## src/rtl/lpm_pkg.sv

```systemverilog
package lpm_pkg;

  typedef enum logic [1:0] {
    PM_SLEEP  = 2'd0,
    PM_WAKE   = 2'd1,
    PM_ACTIVE = 2'd2
  } pmState_e;

  // Strobes from the control FSM to the tick counters
  typedef struct packed {
    logic clrPeriod;
    logic runPeriod;
    logic clrLink;
    logic runLink;
  } pmStrobe_t;

endpackage

```

## src/rtl/lpm_tickcnt.sv

```systemverilog
module lpm_tickcnt #(
  parameter int LIMIT = 4
) (
  input  logic clk,
  input  logic rst_n,
  input  logic clr,
  input  logic run,
  input  logic tick,
  output logic done
);

  localparam int W = (LIMIT > 1) ? $clog2(LIMIT) : 1;
  localparam logic [W-1:0] LAST = W'(LIMIT - 1);

  logic [W-1:0] cnt;

  // done is the last counted tick; the caller gates it with its own run strobe
  assign done = tick && (cnt == LAST);

  always_ff @(posedge clk or negedge rst_n) begin
    if (!rst_n) begin
      cnt <= '0;
    end else if (clr) begin
      cnt <= '0;
    end else if (run && tick) begin
      cnt <= (cnt == LAST) ? '0 : cnt + 1'b1;
    end
  end

endmodule

```

## src/rtl/lpm_timer.sv

```systemverilog
module lpm_timer
  import lpm_pkg::*;
#(
  parameter int PERIOD_TICKS       = 2000,
  parameter int LINK_TIMEOUT_TICKS = 1500
) (
  input  logic      clk,
  input  logic      rst_n,
  input  logic      tick,
  input  pmStrobe_t strobe,
  output logic      periodDone,
  output logic      linkExpired
);

  lpm_tickcnt #(.LIMIT(PERIOD_TICKS)) i_periodCnt (
    .clk  (clk),
    .rst_n(rst_n),
    .clr  (strobe.clrPeriod),
    .run  (strobe.runPeriod),
    .tick (tick),
    .done (periodDone)
  );

  lpm_tickcnt #(.LIMIT(LINK_TIMEOUT_TICKS)) i_linkCnt (
    .clk  (clk),
    .rst_n(rst_n),
    .clr  (strobe.clrLink),
    .run  (strobe.runLink),
    .tick (tick),
    .done (linkExpired)
  );

endmodule

```

## src/rtl/lpm_ctrl.sv

```systemverilog
module lpm_ctrl
  import lpm_pkg::*;
(
  input  logic      clk,
  input  logic      rst_n,
  input  logic      enable,
  input  logic      anEnable,
  input  logic      energyDet,
  input  logic      linkUp,
  input  logic      periodDone,
  input  logic      linkExpired,
  output pmStrobe_t strobe,
  output pmState_e  stateQ,
  output logic      wakeBurst
);

  pmState_e nextState;
  logic     holdQ;

  always_comb begin
    nextState = stateQ;
    strobe    = '0;
    case (stateQ)
      PM_SLEEP, PM_WAKE: begin
        if (energyDet) begin
          nextState = PM_ACTIVE;
        end else begin
          strobe.runPeriod = 1'b1;
          if (periodDone) begin
            nextState = (stateQ == PM_SLEEP) ? PM_WAKE : PM_SLEEP;
          end
        end
      end
      PM_ACTIVE: begin
        if (anEnable && !holdQ && !linkUp) begin
          strobe.runLink = 1'b1;
          if (linkExpired) nextState = PM_SLEEP;
        end
      end
      default: nextState = PM_SLEEP;
    endcase
    if (!enable) begin
      nextState        = PM_ACTIVE;
      strobe.runPeriod = 1'b0;
      strobe.runLink   = 1'b0;
    end
    strobe.clrPeriod = !strobe.runPeriod;
    strobe.clrLink   = !strobe.runLink;
  end

  always_ff @(posedge clk or negedge rst_n) begin
    if (!rst_n) begin
      stateQ    <= PM_SLEEP;
      holdQ     <= 1'b0;
      wakeBurst <= 1'b0;
    end else begin
      stateQ    <= nextState;
      wakeBurst <= (nextState == PM_WAKE) && (stateQ != PM_WAKE);
      if (!enable) begin
        holdQ <= 1'b0;
      end else if (stateQ == PM_ACTIVE && !anEnable) begin
        holdQ <= 1'b1;
      end
    end
  end

endmodule

```

## src/rtl/link_power_mgr.sv

```systemverilog
module link_power_mgr
  import lpm_pkg::*;
#(
  parameter int PERIOD_TICKS       = 2000,
  parameter int LINK_TIMEOUT_TICKS = 1500
) (
  input  logic       clk,
  input  logic       rst_n,
  input  logic       enable,
  input  logic       anEnable,
  input  logic       energyDet,
  input  logic       linkUp,
  input  logic       tick,
  output logic [1:0] pmState,
  output logic       powerDown,
  output logic       wakeBurst
);

  pmStrobe_t strobe;
  pmState_e  stateQ;
  logic      periodDone;
  logic      linkExpired;

  lpm_ctrl i_ctrl (
    .clk        (clk),
    .rst_n      (rst_n),
    .enable     (enable),
    .anEnable   (anEnable),
    .energyDet  (energyDet),
    .linkUp     (linkUp),
    .periodDone (periodDone),
    .linkExpired(linkExpired),
    .strobe     (strobe),
    .stateQ     (stateQ),
    .wakeBurst  (wakeBurst)
  );

  lpm_timer #(
    .PERIOD_TICKS      (PERIOD_TICKS),
    .LINK_TIMEOUT_TICKS(LINK_TIMEOUT_TICKS)
  ) i_timer (
    .clk        (clk),
    .rst_n      (rst_n),
    .tick       (tick),
    .strobe     (strobe),
    .periodDone (periodDone),
    .linkExpired(linkExpired)
  );

  assign pmState   = stateQ;
  assign powerDown = (stateQ == PM_SLEEP);

endmodule

```

## config.mk

```make
export PLATFORM = sky130hd
export DESIGN_NAME = link_power_mgr
export DESIGN_NICKNAME = d
export VERILOG_FILES = /design/src/rtl/lpm_pkg.sv /design/src/rtl/lpm_tickcnt.sv /design/src/rtl/lpm_timer.sv /design/src/rtl/lpm_ctrl.sv /design/src/rtl/link_power_mgr.sv
export SDC_FILE = /design/constraint.sdc
export NUM_CORES = 1
export LEC_CHECK = 0
export ABC_CLOCK_PERIOD_IN_PS = 4420
export BUFFER_PORTS_ARGS = -buffer_cell sky130_fd_sc_hd__buf_2
export CAP_MARGIN = 20
export CORE_MARGIN = 2
export CORE_UTILIZATION = 53
export DETAILED_ROUTE_END_ITERATION = 16
export HOLD_SLACK_MARGIN = 0.02
export PLACE_DENSITY = 0.72
export SYNTH_ARGS = -nofsm -noshare
export SYNTH_HDL_FRONTEND = slang
export SYNTH_SLANG_ARGS = --single-unit
```

## constraint.sdc

```tcl
create_clock -name clk -period 4.42 [get_ports clk]
set_input_delay 0.221 -clock clk [delete_from_list [all_inputs] [get_ports clk]]
set_output_delay 0.221 -clock clk [all_outputs]
set_load 0.02 [all_outputs]
```

==> impl_results.md <==
* Status: complete, no violations
* CTS tree: built
* Bufs on Longest Clock Path at 2
* Critical Path End Type: flop
* Crit path buffers/inverters at 0
* Critical-path maximum fanout at 4
* CP arrival at roughly 2.0 ns
* Vert. Die Dim at approximately 56 um
* Setup crit start kind: flop
* Min-delay worst type: in -> reg
* Via/cell ratio at 6.21
* Routed wire per std cell at 14.8 um
* Worst path max stage delay at roughly 0.46 ns
* Pin count of the biggest net entering global routing at 27
* CP cell instances: or3_1 -> nor3_1 -> nor2_1 -> a221o_1
* Post-synth EDFFs at 0
* Post-cts resize count at 0
* Die area at 3080 um2
* Main flop type after synthesis: dfrtp_1
* CP Launch Point: i_timer.i_linkCnt.cnt[5]
* Die W at 55.5 um
* CTS Buf Count at 3
* Mean Syn Cell Area at between 9 and 10 um2
* Via count at 1,143
* Starting Density at 0.563
* Rows at 18
* RSZ-0062 raised after global routing: false
* GPL Wtd Cong at 0.891
* Post-route ant nets at 0
* Fin crit share at 0.395
* R2r endpoint: i_timer.i_linkCnt.cnt[7]
* Synthesized flop and latch total at 26
* Rel. slew slack at 0.578
* Share of layout cells above drive strength 1 at 0.123
* Clock sinks at 26
* Tot Pwr at 0.000422 W
* Fin cells at 184
* Clock Skew at 0.00847 ns
* RR Startpoint: i_timer.i_linkCnt.cnt[5]
* Initial antenna violation count at 0
* Clock Pin Slew Worst Setup and Hold Paths at ~0.14 ns
* Tmin final at about 1.7 ns
* Crit path required time at around 4.7 ns
* Vias in the first global route at 1,084
* Port Buffer Count at 10
* Endpoints failing setup at 0
* ANT cells at 0
* Synth-to-layout area growth at 8.80%
* Sequential share of the synthesized area at 0.462
* Total track usage at 0.192
* Ys Warns at 0
* Final hold vios at 0
* Worst R2R Path Depth at 4
* Fin. max-slew vios at 0
* CTS H-tree lvls at 1
* Critical path type: reg -> reg
* I/O pins at 11
* Post-DP HPWL at 1930 um
* Placed inst area at 1470 um2
* LEAKAGE at 0.623 nW
* Worst path slowest cell: dfrtp_1
* Reg2reg setup slack at 2.68 ns
* CP delay by family, top: simple AND/OR/NAND/NOR gates
* Post-Place Cells at 179
* DRC errors left at 0
* Worst-margin pin slew at approximately 0.62 ns
* Net Count, Synth at between 150 and 200
* Core area at 2500 um2
* Asr flop ratio synth at 1.00
* Worst Setup EP: i_timer.i_linkCnt.cnt[7]
* GRT Residual Overflow at 0
* Synth cell types at 41
* Initial DRC count at 54
* Setup TNS at 0 ns
* Power Density at roughly 280 nW/um2
* Routed WL at 2720 um
* Final net count at 164
* Root Buffer: clkbuf_4
* Area of the mapped netlist at around 1400 um2
* Worst vdd ir at 0.255 mV
* Gate Count Post-Synth at around 140
* First-pass GRT wire length at 4800 um
* Path length in cells of the critical path at 4
* Max frequency at 0.573 GHz
* Max-Cap Viols at 0
* Clock latency on the worst-skew pair at between 0.3 and 0.4 ns
* Finished Cell Area at 1530 um2
* Drt pass-1 iters at 4
-- sequential cells by signal, summed over array words and instances, names as in the netlist --
register,flops
i_ctrl.holdQ,1
i_ctrl.wakeBurst,1
i_timer.i_linkCnt.cnt,11
i_ctrl.stateQ,2
i_timer.i_periodCnt.cnt,11
-- layer usage --
layer | part of all wire | wire length, um | GRT usage
met5 | 0 | 0 | 0
met4 | 0.0092 | 25 | 0.0523
met3 | 0.050 | 137 | 0.0492
met2 | 0.44 | 1200 | 0.289
met1 | 0.50 | 1360 | 0.277
-- power breakdown --
part	internal [W]	switching [W]
Combinational	0.00000635	0.0000122
Clock	0.0000918	0.0000724
Sequential	0.000239	0.000000631
-- cell families (layout without fill, tap and decap cells) --
logic type,after synthesis,in the layout,share of synthesized area
mux,1,1,0.00800
xor+xnor,14,14,0.0871
flops,26,26,0.462
simple gates,75,75,0.306
compound gates,20,20,0.0978
buf+inv,4,16,0.0213
fa+ha+maj,2,2,0.0178
-- Yosys cell counts, drive strengths merged, types with 2 or more instances --
| cell type | n | share of area |
|---|---|---|
| nor3b | 2 | 0.014 |
| nor3 | 5 | 0.018 |
| o31ai | 2 | 0.011 |
| ha | 2 | 0.018 |
| and2 | 3 | 0.015 |
| xnor2 | 8 | 0.050 |
| and4 | 2 | 0.012 |
| o21a | 2 | 0.011 |
| buf | 2 | 0.016 |
| a221o | 2 | 0.014 |
| a21oi | 7 | 0.025 |
| and3 | 2 | 0.0089 |
| nand2 | 7 | 0.019 |
| xor2 | 6 | 0.037 |
| nand2b | 3 | 0.013 |
| nand3 | 12 | 0.043 |
| or4 | 2 | 0.011 |
| nand4 | 8 | 0.040 |
| dfrtp | 26 | 0.46 |
| nor4 | 2 | 0.0089 |
| nor2 | 20 | 0.053 |
-- worst reg2reg max path: cells and delay by family, from the launching register on --
kind | cells | cell delay, ns
and+or+nand+nor | 3 | 0.85
DFF | 1 | 0.46
AOI/OAI and AO/OA | 1 | 0.34
-- metrics by stage --
stage | utilization | hold WS (ns) | setup WS [ns]
finish | 0.613 | 0.147 | 2.68
global route | 0.613 | 0.140 | 2.50
CTS | 0.613 | 0.137 | 2.67
detailed placement | 0.588 | 0.250 | 2.70
global placement | 0.588 | 0.249 | 2.79
floorplan | - | -0.0746 | 2.73
-- cell type report --
class                           count  area, um2
Clock buffer                        3       22.5
Timing Repair Buffer               11       60.1
Tap cell                           30       37.5
Multi-Input combinational cell    112        727
Inverter                            1       3.75
Fill cell                         204        968
Sequential cell                    26        651
Clock inverter                      1       30.0
-- timing repair --
item / CTS / global route
hold buffers: 1 / 0
setup buffers: 0 / 0
endpoints found under the hold margin: 26 / 0
-- worst min-delay path by stage --
stage	startpoint	to	slack (ns)	depth (start not counted)
after floorplan	rst_n	i_ctrl.holdQ	-0.07	0
after global placement	rst_n	i_timer.i_periodCnt.cnt[4]	0.25	1
after detailed placement	rst_n	i_timer.i_periodCnt.cnt[5]	0.25	1
after CTS	enable	i_ctrl.stateQ[1]	0.14	2
after global routing	enable	i_ctrl.stateQ[1]	0.14	2
final	enable	i_ctrl.stateQ[1]	0.15	2
-- layout by cell type (no fill, tap or decap), types with 2 or more instances in the layout --
master    instances
clkbuf_4          3
nand3_1          12
buf_2            10
nor3_1            5
nor2_1           20
nand2_1           7
or4_1             2
nand2b_1          3
and2_1            2
a221o_1           2
and3_1            2
ha_1              2
and4_1            2
nand4_1           7
nor4_1            2
xnor2_1           8
dfrtp_1          26
o31ai_1           2
xor2_1            6
a21oi_1           7
o21a_1            2
(Power assumes the default switching activity.)
